**src/rtl/sdram_ctrl_pkg.sv**
```systemverilog
package sdram_ctrl_pkg;

  // {cs_n, ras_n, cas_n, we_n}
  typedef enum logic [3:0] {
    CMD_LMR = 4'b0000,
    CMD_REF = 4'b0001,
    CMD_PRE = 4'b0010,
    CMD_ACT = 4'b0011,
    CMD_WR  = 4'b0100,
    CMD_RD  = 4'b0101,
    CMD_NOP = 4'b0111
  } sd_cmd_e;

  typedef enum logic [2:0] {
    ST_PWRUP,
    ST_IREF,
    ST_LMR,
    ST_IDLE,
    ST_ACCESS
  } ctrl_state_e;

endpackage

```
**src/rtl/sdram_addr_split.sv**
```systemverilog
module sdram_addr_split #(
  parameter int BA_W  = 2,
  parameter int ROW_W = 12,
  parameter int COL_W = 9,
  localparam int ADDR_W = BA_W + ROW_W + COL_W
) (
  input  logic [ADDR_W-1:0] addr_i,
  output logic [BA_W-1:0]   bank_o,
  output logic [ROW_W-1:0]  row_o,
  output logic [COL_W-1:0]  col_o
);

  assign bank_o = addr_i[ADDR_W-1 -: BA_W];
  assign row_o  = addr_i[COL_W +: ROW_W];
  assign col_o  = addr_i[COL_W-1:0];

endmodule

```
**src/rtl/sdram_ref_timer.sv**
```systemverilog
module sdram_ref_timer #(
  parameter int REFI = 3900,
  localparam int CW = $clog2(REFI + 1)
) (
  input  logic clk_i,
  input  logic rst_ni,
  input  logic ack_i,
  output logic pend_o
);

  logic [CW-1:0] cnt_q;
  logic          pend_q;

  always_ff @(posedge clk_i or negedge rst_ni) begin
    if (!rst_ni) begin
      cnt_q  <= CW'(REFI - 1);
      pend_q <= 1'b0;
    end else begin
      if (cnt_q == '0) begin
        cnt_q  <= CW'(REFI - 1);
        pend_q <= 1'b1;
      end else begin
        cnt_q <= cnt_q - CW'(1);
        if (ack_i) pend_q <= 1'b0;
      end
    end
  end

  assign pend_o = pend_q;


  ref_rise_chk: assert property (@(posedge clk_i) disable iff (!rst_ni)
    $rose(pend_q) |-> $past(cnt_q == '0));


  ref_clear_chk: assert property (@(posedge clk_i) disable iff (!rst_ni)
    (ack_i && cnt_q != '0) |=> !pend_q);

endmodule

```
**src/rtl/sdram_rd_pipe.sv**
```systemverilog
module sdram_rd_pipe #(
  parameter int CAS_LAT = 3,
  parameter int DW      = 32
) (
  input  logic          clk_i,
  input  logic          rst_ni,
  input  logic          issue_i,   // READ is on the pins this cycle
  input  logic [DW-1:0] dq_i,
  output logic [DW-1:0] rdata_o,
  output logic          rvalid_o
);

  logic [CAS_LAT-1:0] sr_q;
  logic               cap;

  assign cap = sr_q[CAS_LAT-1];

  always_ff @(posedge clk_i or negedge rst_ni) begin
    if (!rst_ni) begin
      sr_q     <= '0;
      rdata_o  <= '0;
      rvalid_o <= 1'b0;
    end else begin
      sr_q     <= {sr_q[CAS_LAT-2:0], issue_i};
      rvalid_o <= cap;
      if (cap) rdata_o <= dq_i;
    end
  end

endmodule

```
**src/rtl/sdram_ctrl.sv**
```systemverilog
module sdram_ctrl
  import sdram_ctrl_pkg::*;
#(
  parameter int BA_W          = 2,
  parameter int ROW_W         = 12,
  parameter int COL_W         = 9,
  parameter int DW            = 32,
  parameter int CAS_LAT       = 3,
  parameter int INIT_CYC      = 25000,
  parameter int T_RP          = 5,
  parameter int T_RCD         = 5,
  parameter int T_RFC         = 16,
  parameter int T_MRD         = 2,
  parameter int T_WR          = 2,
  parameter int REFI_NORM_CYC = 3900,
  parameter int REFI_HOT_CYC  = 975,
  parameter bit HOT_GRADE     = 1'b0,
  localparam int ADDR_W = BA_W + ROW_W + COL_W
) (
  input  logic              clk_i,
  input  logic              rst_ni,
  input  logic              req_i,
  input  logic              we_i,
  input  logic [ADDR_W-1:0] addr_i,
  input  logic [DW-1:0]     wdata_i,
  output logic              ready_o,
  output logic [DW-1:0]     rdata_o,
  output logic              rvalid_o,
  output logic              sd_cs_no,
  output logic              sd_ras_no,
  output logic              sd_cas_no,
  output logic              sd_we_no,
  output logic [BA_W-1:0]   sd_ba_o,
  output logic [ROW_W-1:0]  sd_a_o,
  output logic [DW-1:0]     sd_dq_o,
  output logic              sd_dq_oe_o,
  input  logic [DW-1:0]     sd_dq_i
);

  localparam int AP_BIT  = 10;
  localparam int REFI    = HOT_GRADE ? REFI_HOT_CYC : REFI_NORM_CYC;
  localparam int TMR_MAX = INIT_CYC + T_RFC + T_WR + T_RP + CAS_LAT + T_RCD + T_MRD;
  localparam int TW      = $clog2(TMR_MAX + 1);
  localparam logic [ROW_W-1:0] MODE_WORD = ROW_W'(CAS_LAT << 4); // BL1, sequential

  ctrl_state_e      state_q;
  sd_cmd_e          cmd_q;
  logic [TW-1:0]    tmr_q;
  logic             tmr_zero;
  logic             iref_q;
  logic [BA_W-1:0]  ba_q;
  logic [ROW_W-1:0] a_q;
  logic [DW-1:0]    dq_q;
  logic             oe_q;
  logic             we_q;
  logic [COL_W-1:0] col_q;
  logic [DW-1:0]    wd_q;
  logic [BA_W-1:0]  req_bank;
  logic [ROW_W-1:0] req_row;
  logic [COL_W-1:0] req_col;
  logic [ROW_W-1:0] a_rw;
  logic             ref_pend;
  logic             ref_ack;
  logic             accept;

  sdram_addr_split #(.BA_W(BA_W), .ROW_W(ROW_W), .COL_W(COL_W)) u_split (
    .addr_i (addr_i),
    .bank_o (req_bank),
    .row_o  (req_row),
    .col_o  (req_col)
  );

  sdram_ref_timer #(.REFI(REFI)) u_ref (
    .clk_i  (clk_i),
    .rst_ni (rst_ni),
    .ack_i  (ref_ack),
    .pend_o (ref_pend)
  );

  sdram_rd_pipe #(.CAS_LAT(CAS_LAT), .DW(DW)) u_rd (
    .clk_i    (clk_i),
    .rst_ni   (rst_ni),
    .issue_i  (cmd_q == CMD_RD),
    .dq_i     (sd_dq_i),
    .rdata_o  (rdata_o),
    .rvalid_o (rvalid_o)
  );

  assign tmr_zero = (tmr_q == '0);
  assign ref_ack  = (state_q == ST_IDLE) && tmr_zero && ref_pend;
  assign ready_o  = (state_q == ST_IDLE) && tmr_zero && !ref_pend;
  assign accept   = ready_o && req_i;

  always_comb begin
    a_rw              = '0;
    a_rw[COL_W-1:0]   = col_q;
    a_rw[AP_BIT]      = 1'b1;
  end

  always_ff @(posedge clk_i or negedge rst_ni) begin
    if (!rst_ni) begin
      state_q <= ST_PWRUP;
      tmr_q   <= TW'(INIT_CYC);
      cmd_q   <= CMD_NOP;
      iref_q  <= 1'b0;
      ba_q    <= '0;
      a_q     <= '0;
      dq_q    <= '0;
      oe_q    <= 1'b0;
      we_q    <= 1'b0;
      col_q   <= '0;
      wd_q    <= '0;
    end else begin
      cmd_q <= CMD_NOP;
      oe_q  <= 1'b0;
      if (!tmr_zero) tmr_q <= tmr_q - TW'(1);
      unique case (state_q)
        ST_PWRUP: if (tmr_zero) begin
          cmd_q     <= CMD_PRE;
          a_q       <= '0;
          a_q[AP_BIT] <= 1'b1;
          tmr_q     <= TW'(T_RP - 1);
          state_q   <= ST_IREF;
        end
        ST_IREF: if (tmr_zero) begin
          cmd_q  <= CMD_REF;
          tmr_q  <= TW'(T_RFC - 1);
          iref_q <= 1'b1;
          if (iref_q) state_q <= ST_LMR;
        end
        ST_LMR: if (tmr_zero) begin
          cmd_q   <= CMD_LMR;
          ba_q    <= '0;
          a_q     <= MODE_WORD;
          tmr_q   <= TW'(T_MRD - 1);
          state_q <= ST_IDLE;
        end
        ST_IDLE: if (tmr_zero) begin
          if (ref_pend) begin
            cmd_q <= CMD_REF;
            tmr_q <= TW'(T_RFC - 1);
          end else if (req_i) begin
            cmd_q   <= CMD_ACT;
            ba_q    <= req_bank;
            a_q     <= req_row;
            col_q   <= req_col;
            we_q    <= we_i;
            wd_q    <= wdata_i;
            tmr_q   <= TW'(T_RCD - 1);
            state_q <= ST_ACCESS;
          end
        end
        ST_ACCESS: if (tmr_zero) begin
          a_q     <= a_rw;
          state_q <= ST_IDLE;
          if (we_q) begin
            cmd_q <= CMD_WR;
            dq_q  <= wd_q;
            oe_q  <= 1'b1;
            tmr_q <= TW'(T_WR + T_RP - 1);
          end else begin
            cmd_q <= CMD_RD;
            tmr_q <= TW'(CAS_LAT + T_RP - 1);
          end
        end
        default: state_q <= ST_PWRUP;
      endcase
    end
  end

  assign {sd_cs_no, sd_ras_no, sd_cas_no, sd_we_no} = cmd_q;
  assign sd_ba_o    = ba_q;
  assign sd_a_o     = a_q;
  assign sd_dq_o    = dq_q;
  assign sd_dq_oe_o = oe_q;

  // ---- assertion-side tracking ----
  logic [TW-1:0]   since_act_q;
  logic [BA_W-1:0] act_ba_q;
  logic            mode_set_q;

  always_ff @(posedge clk_i or negedge rst_ni) begin
    if (!rst_ni) begin
      since_act_q <= '1;
      act_ba_q    <= '0;
      mode_set_q  <= 1'b0;
    end else begin
      if (cmd_q == CMD_ACT) begin
        since_act_q <= TW'(1);
        act_ba_q    <= sd_ba_o;
      end else if (since_act_q != '1) begin
        since_act_q <= since_act_q + TW'(1);
      end
      if (cmd_q == CMD_LMR) mode_set_q <= 1'b1;
    end
  end


  act_after_mode_chk: assert property (@(posedge clk_i) disable iff (!rst_ni)
    (cmd_q == CMD_ACT) |-> mode_set_q);


  rcd_gap_chk: assert property (@(posedge clk_i) disable iff (!rst_ni)
    (cmd_q == CMD_RD || cmd_q == CMD_WR) |-> (since_act_q >= TW'(T_RCD)));


  rw_bank_chk: assert property (@(posedge clk_i) disable iff (!rst_ni)
    (cmd_q == CMD_RD || cmd_q == CMD_WR) |-> (sd_ba_o == act_ba_q));


  oe_only_wr_chk: assert property (@(posedge clk_i) disable iff (!rst_ni)
    sd_dq_oe_o |-> (cmd_q == CMD_WR));


  wr_has_oe_chk: assert property (@(posedge clk_i) disable iff (!rst_ni)
    (cmd_q == CMD_WR) |-> sd_dq_oe_o);


  rvalid_lat_chk: assert property (@(posedge clk_i) disable iff (!rst_ni)
    rvalid_o |-> $past(cmd_q == CMD_RD, CAS_LAT + 1));


  ref_first_chk: assert property (@(posedge clk_i) disable iff (!rst_ni)
    (state_q == ST_IDLE && tmr_zero && ref_pend) |=> (cmd_q == CMD_REF));


  ready_drop_chk: assert property (@(posedge clk_i) disable iff (!rst_ni)
    accept |=> !ready_o);

endmodule

```
**config.mk**
```make
export PLATFORM = sky130hd
export DESIGN_NAME = sdram_ctrl
export DESIGN_NICKNAME = d
export VERILOG_FILES = /design/src/rtl/sdram_ctrl_pkg.sv /design/src/rtl/sdram_addr_split.sv /design/src/rtl/sdram_ref_timer.sv /design/src/rtl/sdram_rd_pipe.sv /design/src/rtl/sdram_ctrl.sv
export SDC_FILE = /design/constraint.sdc
export NUM_CORES = 1
export LEC_CHECK = 0
export BUFFER_PORTS_ARGS = -buffer_cell sky130_fd_sc_hd__buf_2
export CAP_MARGIN = 20
export CORE_ASPECT_RATIO = 2
export CORE_MARGIN = 2
export CORE_UTILIZATION = 35
export DETAILED_ROUTE_END_ITERATION = 8
export GPL_ROUTABILITY_DRIVEN = 0
export PLACE_DENSITY_LB_ADDON = 0.1
export REMOVE_ABC_BUFFERS = 1
export SLEW_MARGIN = 20
export SYNTH_ARGS = -nofsm -noshare
export SYNTH_HDL_FRONTEND = slang
export SYNTH_SLANG_ARGS = --single-unit
export TNS_END_PERCENT = 50
```
**constraint.sdc**
```tcl
create_clock -name clk_i -period 4.2 [get_ports clk_i]
set_clock_uncertainty 0.2 [all_clocks]
set_input_delay 1.05 -clock clk_i [delete_from_list [all_inputs] [get_ports clk_i]]
set_output_delay 1.05 -clock clk_i [all_outputs]
set_load 0.05 [all_outputs]
```
==> results.md, run 1 <==
- N_diodes: 0
- CP Max Fanout: 18
- Core Region: 18740 um2
- RSZ-0062 raised after global routing: no
- Die Height: 199.2 um
- # Post-CTS Setup Buffers: 0
- First DRT Iteration DRCs: 70
- Seq/Total Area, Yosys: 0.6041
- Worst-path cell with the longest stage delay: dfrtp_1
- Mapped cell area: 6665 um2
- Worst Setup Start Kind: register
- Final nets: 753
- CTS tree: yes
- Worst Tran Pin Value: 0.9102 ns
- Hold crit path type: register to register
- Initial antenna violation count: 0
- Hold buffer count at CTS: 0
- Slew Viols, Final: 0
- Syn Area/Cell: between 10 and 15 um2
- Clock slew seen by the registers of the worst setup and hold paths: about 0.060 ns
- Longest Clk Path Bufs: 2
- Critical path launch point: tmr_q[0]
- Clock sink total: 160
- ANT nets after route: 0
- DRT Pass-1 Iters: 4
- # Max-Cap Violations: 0
- Gr usage total: 0.1502
- Vias per cell: 4.731
- First-pass GRT wire length: 23.75 mm
- Post-layout min period: around 3.8 ns
- Synth Register Bits: between 150 and 200
- Largest net degree at the start of global routing: 127
- Logic pwr share: 0.279
- Rows: 71
- Post-synth EDFFs: 0
- Port Buffer Count: around 170
- Sw Ratio: 0.3542
- Vias in the first global route: between 4000 and 5000
- Detailed placer's ending HPWL: ~10 mm
- Most frequent cells in the layout: buf_2, dfrtp_1, mux2_2
- CP Data Arrival Time: roughly 2.6 ns
- Synth async-reset ratio: 1.000
- Overall power: 5.020 mW
- Outcome: complete, no violations
- DRT Wirelength: 14.25 mm
- Lkg Pwr: approximately 4.3 nW
- H-tree levels: 4
- Reg power frac: 0.403
- WHS: 0.1593 ns
- Synth-to-Final Area Change: 25.89%
- Clock power share: 0.318
- Post-CTS Resized: 0
- Crit path cell chain: inv_1, ha_1, nor4b_1, and4_1, buf_4, inv_2, nor3_1, buf_2
- Inserted Clock Buffers: 17
- Final setup fails: 0
- Top-Level Pins: 176
- TNS Setup: 0 ns
- Via count: 4371
- Relative slew slack: 0.3925
- Critical path endpoint category: output pin
- Ys flop type: dfrtp_1
- Critical Setup Path Class: register to output pin
- Max frequency: between 200 and 300 MHz
- Root Driver: clkbuf_16
- Required time of the critical path: 2.95 ns
- Crit-path max cell delay: 0.41 ns
- Syn Inst Count: roughly 480
- Unique cell type count in the Yosys netlist: 51
- DRC violations left: 0
- Die outline area: ~20000 um2
- Yosys warning count: 0
- Hold Path Origin: u_rd.sr_q[0]
- Die X: just over 100 um
- Peak VDD IR: 0.2628 mV
- P_sw: 1.778 mW
- Layout cell share with drive strength beyond 1: 0.5187
- Wire per inst: 15.42 um
- Starting density of the core: 0.3556
- Total grt overflow: 0
- Tcrit/Tclk final: 0.9124
- Int Power: 3.242 mW
- RR Startpoint: tmr_q[0]
- Final hold violation count: 0
- Clk Latency, worst-skew pair: 0.42 ns
- PwrDens: 598.2 nW/um2
- Most common cell after layout, fill and taps aside: buf_2
-- routing by layer --
metal | global-route usage | part of all wire | up-vias
li1 | - | - | 2039
met1 | 0.1661 | 0.38 | 2186
met2 | 0.2629 | 0.55 | 127
met3 | 0.04722 | 0.058 | 19
met4 | 0.05956 | 0.018 | 0
met5 | 0 | 0 | -
-- synth_stat cells (all sizes together), types with 9 or more instances --
master | count | area [um2]
nand2 | 22 | 82.58
mux2 | 117 | 1318
nor3 | 15 | 86.34
buf | 13 | 93.83
dfrtp | 142 | 3553
o21ai | 10 | 50.05
clkbuf | 13 | 48.80
xnor2 | 14 | 122.6
nor2b | 9 | 56.30
dfstp | 18 | 473.0
inv | 15 | 56.30
nor2 | 9 | 33.78
-- logic make-up (layout without fill, tap and decap cells) --
logic type                 after synthesis  in the layout  share of synthesized area
xor gates and xnor gates                19             19                    0.02497
adders and majority gates                6              6                    0.01126
DFF                                    160            160                     0.6041
AOI/OAI and AO/OA                       38             38                    0.03961
muxes                                  122            122                     0.2052
other                                    1              1                  0.0005626
and+or+nand+nor                         97             97                    0.08448
buffers and inverters                   41            226                    0.02985
-- critical path, delay by kind of cell, from the launching register on --
kind	cells	cell delay [ns]
buffers and inverters	4	0.82
and+or+nand+nor	3	0.71
DFF	1	0.41
adders and majority gates	1	0.22
-- power by group through the flow --
stage	combinational, mW	clock (mW)	sequential (mW)
6_report	1.40	1.60	2.02
5_1_grt	1.51	1.73	2.07
4_1_cts	1.42	1.66	2.03
3_5_place_dp	1.42	0	2.05
3_3_place_gp	1.40	0	2.04
2_1_floorplan	0.444	0	2.63
-- flip-flops by register name (all words and copies together) (netlist names) --
name / flops
we_q: 1
col_q: 9
sd_a_o: 12
u_rd.sr_q: 3
u_ref.pend_o: 1
cmd_q: 3
sd_ba_o: 2
state_q: 3
wd_q: 32
u_rd.rvalid_o: 1
tmr_q: 15
u_rd.rdata_o: 32
u_ref.cnt_q: 12
sd_dq_oe_o: 1
sd_dq_o: 32
iref_q: 1
-- area by class of cell --
type	instances	area [um2]
clock inverters	12	155.1
multi-input cells	283	2450
clock buffers	20	456.7
well taps	255	319.1
flip-flops and latches	160	4026
repair buffers	179	927.1
fillers	1736	10350
inverters	15	56.30
-- stage by stage --
| stage | worst slack (ns) | utilization | cell area [um2] | instances |
|---|---|---|---|---|
| after floorplan | 0.3278 | - | 6523 | 458 |
| after global placement | 0.9173 | 0.4150 | 7779 | 892 |
| after detailed placement | 0.7900 | 0.4150 | 7779 | 892 |
| after CTS | 0.3496 | 0.4476 | 8391 | 924 |
| after global routing | 0.1111 | 0.4476 | 8391 | 924 |
| final | 0.3681 | 0.4476 | 8391 | 924 |
-- path summary, 6_finish.rpt --
path,slack (ns),cells after the start,endpoint
max,0.37,8,ready_o
min,0.16,0,u_rd.sr_q[1]
max reg2reg,1.07,11,tmr_q[0]
min reg2reg,0.16,0,u_rd.sr_q[1]
max in group asynchronous,2.47,2,tmr_q[12]
min in group asynchronous,0.32,1,u_rd.rdata_o[14]
Power figures use the tool's default switching activity.
==> inputs of run 2 (changes only) <==
--- a/config.mk
+++ b/config.mk
@@ -7,7 +7,7 @@
 export LEC_CHECK = 0
 export BUFFER_PORTS_ARGS = -buffer_cell sky130_fd_sc_hd__buf_2
 export CAP_MARGIN = 20
-export CORE_ASPECT_RATIO = 2
+export CORE_ASPECT_RATIO = 0.75
 export CORE_MARGIN = 2
 export CORE_UTILIZATION = 35
 export DETAILED_ROUTE_END_ITERATION = 8
==> results.md, run 2 (same netlist as run 1, synthesis figures left out) <==
- Worst-path cell with the longest stage delay: dfrtp_1
- Crit-path max cell delay: 0.40 ns (about the same)
- Layout cell share with drive strength beyond 1: 0.5216 (+0.002925)
- Slew Viols, Final: 0 (unchanged)
- DRT Pass-1 Iters: 4 (unchanged)
- Synth-to-Final Area Change: 25.49%
- # Max-Cap Violations: 0 (unchanged)
- Most frequent cells in the layout: buf_2, dfrtp_1, mux2_2
- Filler cells: 1704 (-1.8%)
- ANT nets after route: 0 (unchanged)
- Die outline area: 20170 um2 (-0.27%)
- Overall power: 4.951 mW (-1.4%)
- Clock slew seen by the registers of the worst setup and hold paths: 0.07 ns (about the same)
- H-tree levels: 4 (unchanged)
- Total grt overflow: 0 (unchanged)
- First DRT Iteration DRCs: 199 (+180%)
- Relative slew slack: 0.5412 (+0.1487)
- Outcome: complete, no violations
- Initial antenna violation count: 0 (unchanged)
- Worst Setup Start Kind: register
- DRT Wirelength: 14.70 mm (+3.2%)
- DRC violations left: 0 (unchanged)
- Largest net degree at the start of global routing: 66 (-48%)
- TNS Setup: 0 ns (unchanged)
- CP Max Fanout: 4 (-14)
- Final setup fails: 0 (unchanged)
- Clk Latency, worst-skew pair: 0.42 ns (about the same)
- PwrDens: 591.9 nW/um2 (-1.1%)
- Port Buffer Count: 174 (unchanged)
- Tcrit/Tclk final: 0.8337 (-0.07867)
- Critical path endpoint category: output pin
- Root Driver: clkbuf_16
- Max frequency: 285.6 MHz (+9.4%)
- Crit path max-delay family: simple AND/OR/NAND/NOR gates
- Post-layout min period: 3.502 ns (-0.3304 ns)
- # Post-CTS Setup Buffers: 0 (unchanged)
- WHS: 0.1504 ns (-0.008876 ns)
- Gr usage total: 0.1498 (-0.0004349)
- Met2 Routed Length: 6.609 mm (-15%)
- Core Region: 18560 um2 (-0.97%)
- Critical Setup Path Class: register to output pin
- Die Height: 123.5 um (-38%)
- Top-Level Pins: 176 (unchanged)
- Vias in the first global route: 4481 (-4.9%)
- RR Startpoint: tmr_q[0]
- Worst Path Buf+Inv: 3 (-1)
- Clock sink total: 160 (unchanged)
- Hold crit path type: register to register
- Detailed placer's ending HPWL: 10.01 mm (+0.29%)
- Inserted Clock Buffers: 17 (unchanged)
- Die X: 163.3 um (+61%)
- Starting density of the core: 0.3591 (+0.003500)
- Hold buffer count at CTS: 0 (unchanged)
- RSZ-0062 raised after global routing: no
- Critical path launch point: tmr_q[0]
- Required time of the critical path: 2.95 ns (about the same)
- Via count: 4357 (-0.32%)
- CP Data Arrival Time: 2.25 ns (-0.33 ns)
- Peak VDD IR: 0.4002 mV (+52%)
- Placed Area: 7785 um2 (about the same)
- Wire per inst: 16.01 um (+3.8%)
- N_diodes: 0 (unchanged)
- First-pass GRT wire length: 23.30 mm (-1.9%)
- Final nets: 755 (+0.27%)
- DR top layer: met4
- Cell area after layout: 8364 um2 (-0.31%)
- Met1 WL: 6.781 mm (+26%)
- Post-CTS Resized: 0 (unchanged)
- CTS tree: yes
- Vias per cell: 4.746 (+0.33%)
- Crit path cell chain: inv_1, ha_1, nor4b_1, and4_1, inv_2, nor3_1, buf_2
- Most common cell after layout, fill and taps aside: buf_2
- Rows: 43 (-39%)
- Hold Path Origin: u_rd.sr_q[0]
- Final hold violation count: 0 (unchanged)
- Lkg Pwr: 4.280 nW (-0.25%)
- Longest Clk Path Bufs: 2 (unchanged)
- DR WL met3: 1.132 mm (+38%)
- Worst Tran Pin Value: 0.6790 ns (-0.2313 ns)
run 2: cell types whose count changed in the layout (fill, tap and decap cells not counted):
cell / before / now
clkinv_4: 2 / 3
buf_4: 4 / 6
bufinv_16: 3 / 1
inv_8: 0 / 1
clkinv_2: 3 / 1
dfrtp_2: 0 / 1
dfrtp_1: 142 / 141
inv_6: 2 / 4
run 2: per-stage QoR:
step                      utilization  setup WS, ns  std cells
after floorplan                     -        0.3278        458
after global placement         0.4193         1.213        886
after detailed placement       0.4194         1.153        886
after CTS                      0.4506        0.6838        918
after global routing           0.4506        0.4704        918
final                          0.4506        0.6985        918
run 2: per-layer routing:
metal	GRT usage	up-vias
met5	0	-
met4	0.05476	0
met3	0.04898	13
met2	0.2307	137
met1	0.1983	2155
li1	-	2052
run 2: layout make-up:
cell class                 instances  area, um2  area share
tap                              247      309.0     0.03695
clock buffer                      20      456.7     0.05460
timing repair buffer             181      942.2      0.1126
inverter                          15      56.30    0.006731
sequential                       160       4028      0.4815
multi-input combinational        283       2450      0.2929
clock inverter                    12      122.6     0.01466
run 2: power by group:
part / total [mW] / internal (mW) / switching (mW) / leakage, nW
Clock: 1.52 / 0.861 / 0.655 / 0.280
Combinational: 1.40 / 0.444 / 0.956 / 1.94
Sequential: 2.04 / 1.83 / 0.207 / 2.06
Total: 4.95 / 3.13 / 1.82 / 4.28
run 2: path summary, 6_finish.rpt:
| path | end | slack [ns] | cells past startpoint |
|---|---|---|---|
| worst max-delay path | ready_o | 0.70 | 7 |
| worst min-delay path | u_rd.sr_q[1] | 0.15 | 0 |
| worst max register to register | tmr_q[0] | 1.16 | 11 |
| worst min register to register | u_rd.sr_q[1] | 0.15 | 0 |
| max in group asynchronous | tmr_q[5] | 2.41 | 2 |
| min in group asynchronous | sd_a_o[11] | 0.41 | 1 |
==> inputs of run 3 (changes only) <==
==> constraint.sdc (replaced) <==
create_clock -name clk_i -period 3.2 [get_ports clk_i]
set_clock_uncertainty 0.2 [all_clocks]
set_input_delay 0.8 -clock clk_i [delete_from_list [all_inputs] [get_ports clk_i]]
set_output_delay 0.8 -clock clk_i [all_outputs]
set_load 0.05 [all_outputs]
==> results.md, run 3 (same netlist as run 1, synthesis figures left out) <==
- Relative slew slack: 0.5406 (-0.0005870)
- Placed Cells: 893 (+0.79%)
- Root Driver: clkbuf_16
- Worst Tran Pin Value: 0.6891 ns (+0.01014 ns)
- Clock sink total: 160 (unchanged)
- DRT Pass-1 Iters: 4 (unchanged)
- Required time of the critical path: 2.20 ns (-0.75 ns)
- # Max-Cap Violations: 0 (unchanged)
- Starting density of the core: 0.3591 (unchanged)
- Synth-to-Final Area Change: 26.84%
- Detailed placer's ending HPWL: 10.36 mm (+3.5%)
- Top-Level Pins: 176 (unchanged)
- Sw Ratio: 0.3715 (+0.004401)
- Final hold violation count: 0 (unchanged)
- Most common cell after layout, fill and taps aside: buf_2
- Max frequency: 327.2 MHz
- Die X: 163.3 um (unchanged)
- Outcome: complete, no violations
- Core Region: 18560 um2 (unchanged)
- Crit path cell chain: inv_2, ha_2, nor4b_1, and4_1, inv_2, nor3_2, buf_6
- Overall power: 6.515 mW (+32%)
- Logic pwr share: 0.289 (+0.006)
- Wire per inst: 15.71 um (-1.9%)
- Rows: 43 (unchanged)
- Initial antenna violation count: 1 (+1)
- Sequential Area: 4026 um2 (about the same)
- Reg power frac: 0.405 (-0.006)
- Critical path endpoint category: output pin
- CP Data Arrival Time: 2.06 ns (-0.19 ns)
- Worst-path cell with the longest stage delay: dfrtp_1
- Crit path max-delay family: simple AND/OR/NAND/NOR gates
- Via count: 4342 (-0.34%)
- Die outline area: 20170 um2 (unchanged)
- # Post-CTS Setup Buffers: 0 (unchanged)
- Vias per cell: 4.689 (-1.2%)
- Clock slew seen by the registers of the worst setup and hold paths: 0.06 ns (about the same)
- Most frequent CP cell: inv_2
- Final nets: 762 (+0.93%)
- Final WS setup: 0.1440 ns (-0.5544 ns)
- Slew Viols, Final: 0 (unchanged)
- Peak VDD IR: 0.5353 mV (+34%)
- Layout cell share with drive strength beyond 1: 0.5295 (+0.007889)
- First-pass GRT wire length: 23.49 mm (+0.80%)
- DRC violations left: 0 (unchanged)
- Gr usage total: 0.1503 (+0.0005032)
- Vias in the first global route: 4542 (+1.4%)
- Multi-input logic area: 2457 um2 (+0.31%)
- ANT nets after route: 0 (unchanged)
- Int Power: 4.094 mW (+31%)
- First DRT Iteration DRCs: 199 (unchanged)
- Clk Latency, worst-skew pair: 0.42 ns (about the same)
- Crit-path max cell delay: 0.41 ns (about the same)
- Filler cells: 1702 (-0.12%)
- Die Height: 123.5 um (unchanged)
- CTS tree: yes
- Post-layout min period: 3.056 ns
- P_sw: 2.420 mW (+33%)
- Setup slack at placement: 0.2845 ns (-0.8682 ns)
- Most frequent cells in the layout: buf_2, dfrtp_1, mux2_2
- Tcrit/Tclk final: 0.9550
- Cell area after layout: 8454 um2 (+1.1%)
- Final setup fails: 0 (unchanged)
- Clock power share: 0.306 (about the same)
- Finished Layout Cells: 926 (+0.87%)
- RSZ-0062 raised after global routing: no
- Longest Clk Path Bufs: 2 (unchanged)
- Total grt overflow: 0 (unchanged)
- Placed Area: 7861 um2 (+0.98%)
- DRT Wirelength: 14.55 mm (-1.0%)
- CP Max Fanout: 10 (+6)
- Lkg Pwr: 4.317 nW (+0.86%)
- Worst Path Buf+Inv: 3 (unchanged)
- Critical Setup Path Class: register to output pin
- PwrDens: 770.5 nW/um2 (+30%)
- Largest net degree at the start of global routing: 72 (+9.1%)
- Inserted Clock Buffers: 17 (unchanged)
- Port Buffer Count: 174 (unchanged)
- Worst Setup Start Kind: register
- Hold crit path type: register to register
- H-tree levels: 4 (unchanged)
run 3: cell count changes in the layout (fill, tap and decap cells not counted), moves of 2 or more:
| cell | delta |
|---|---|
| buf_4 | +5 |
| inv_8 | +2 |
| buf_12 | +2 |
| clkbuf_8 | -2 |
run 3: what timing repair did:
action | 4_1_cts | 5_1_grt
hold buffers | 0 | 0
gates resized for setup | 3 | 2
setup endpoints to repair | 1 | 1
pin swaps | 0 | 2
run 3: through the flow:
step,hold slack (ns),utilization,setup TNS (ns)
global placement,0.1368,0.4235,0
detailed placement,0.1364,0.4235,0
finish,0.1460,0.4555,0
global route,0.1671,0.4553,0
CTS,0.1496,0.4549,0
floorplan,0.1312,-,-12.19
run 3: metal layers:
layer	global-route usage	part of all wire	vias to the layer above
met1	0.2002	0.47	2114
li1	-	-	2078
met3	0.06240	0.081	17
met2	0.2255	0.43	133
met4	0.04259	0.012	0
met5	0	0	-
run 3: path summary, 6_finish.rpt:
kind                              startpoint        endpoint  slack [ns]  cells past startpoint
worst max-delay path                tmr_q[0]         ready_o        0.14                      7
worst min-delay path            u_rd.sr_q[0]    u_rd.sr_q[1]        0.15                      0
worst max register to register      tmr_q[0]        tmr_q[0]        0.30                     11
worst min register to register  u_rd.sr_q[0]    u_rd.sr_q[1]        0.15                      0
max in group asynchronous             rst_ni  u_ref.cnt_q[8]        1.85                      2
min in group asynchronous             rst_ni       sd_a_o[9]        0.16                      1
run 3: worst reg2reg max path, stage by stage, from the launching register on:
cell and delay [ns]:
dfrtp_1 0.41, inv_2 0.10, ha_2 0.21, nor4b_1 0.22
and4_1 0.26, inv_2 0.10, buf_4 0.18, ha_1 0.29
o21bai_1 0.07, a22o_1 0.19, a2111oi_0 0.37, a221oi_1 0.16
run 3: area by class of cell:
class | count | area share
flip-flops and latches | 160 | 0.4762
multi-input cells | 283 | 0.2907
repair buffers | 188 | 0.1214
clock buffers | 18 | 0.05076
well taps | 247 | 0.03655
clock inverters | 14 | 0.01746
inverters | 15 | 0.006660
diodes | 1 | 0.0002960
run 3: power by group through the flow:
stage | logic [mW] | clock network [mW] | registers (mW)
after floorplan | 0.583 | 0 | 3.45
after global placement | 1.88 | 0 | 2.66
after detailed placement | 1.90 | 0 | 2.68
after CTS | 1.90 | 2.06 | 2.64
after global routing | 2.03 | 2.15 | 2.70
final | 1.88 | 1.99 | 2.64
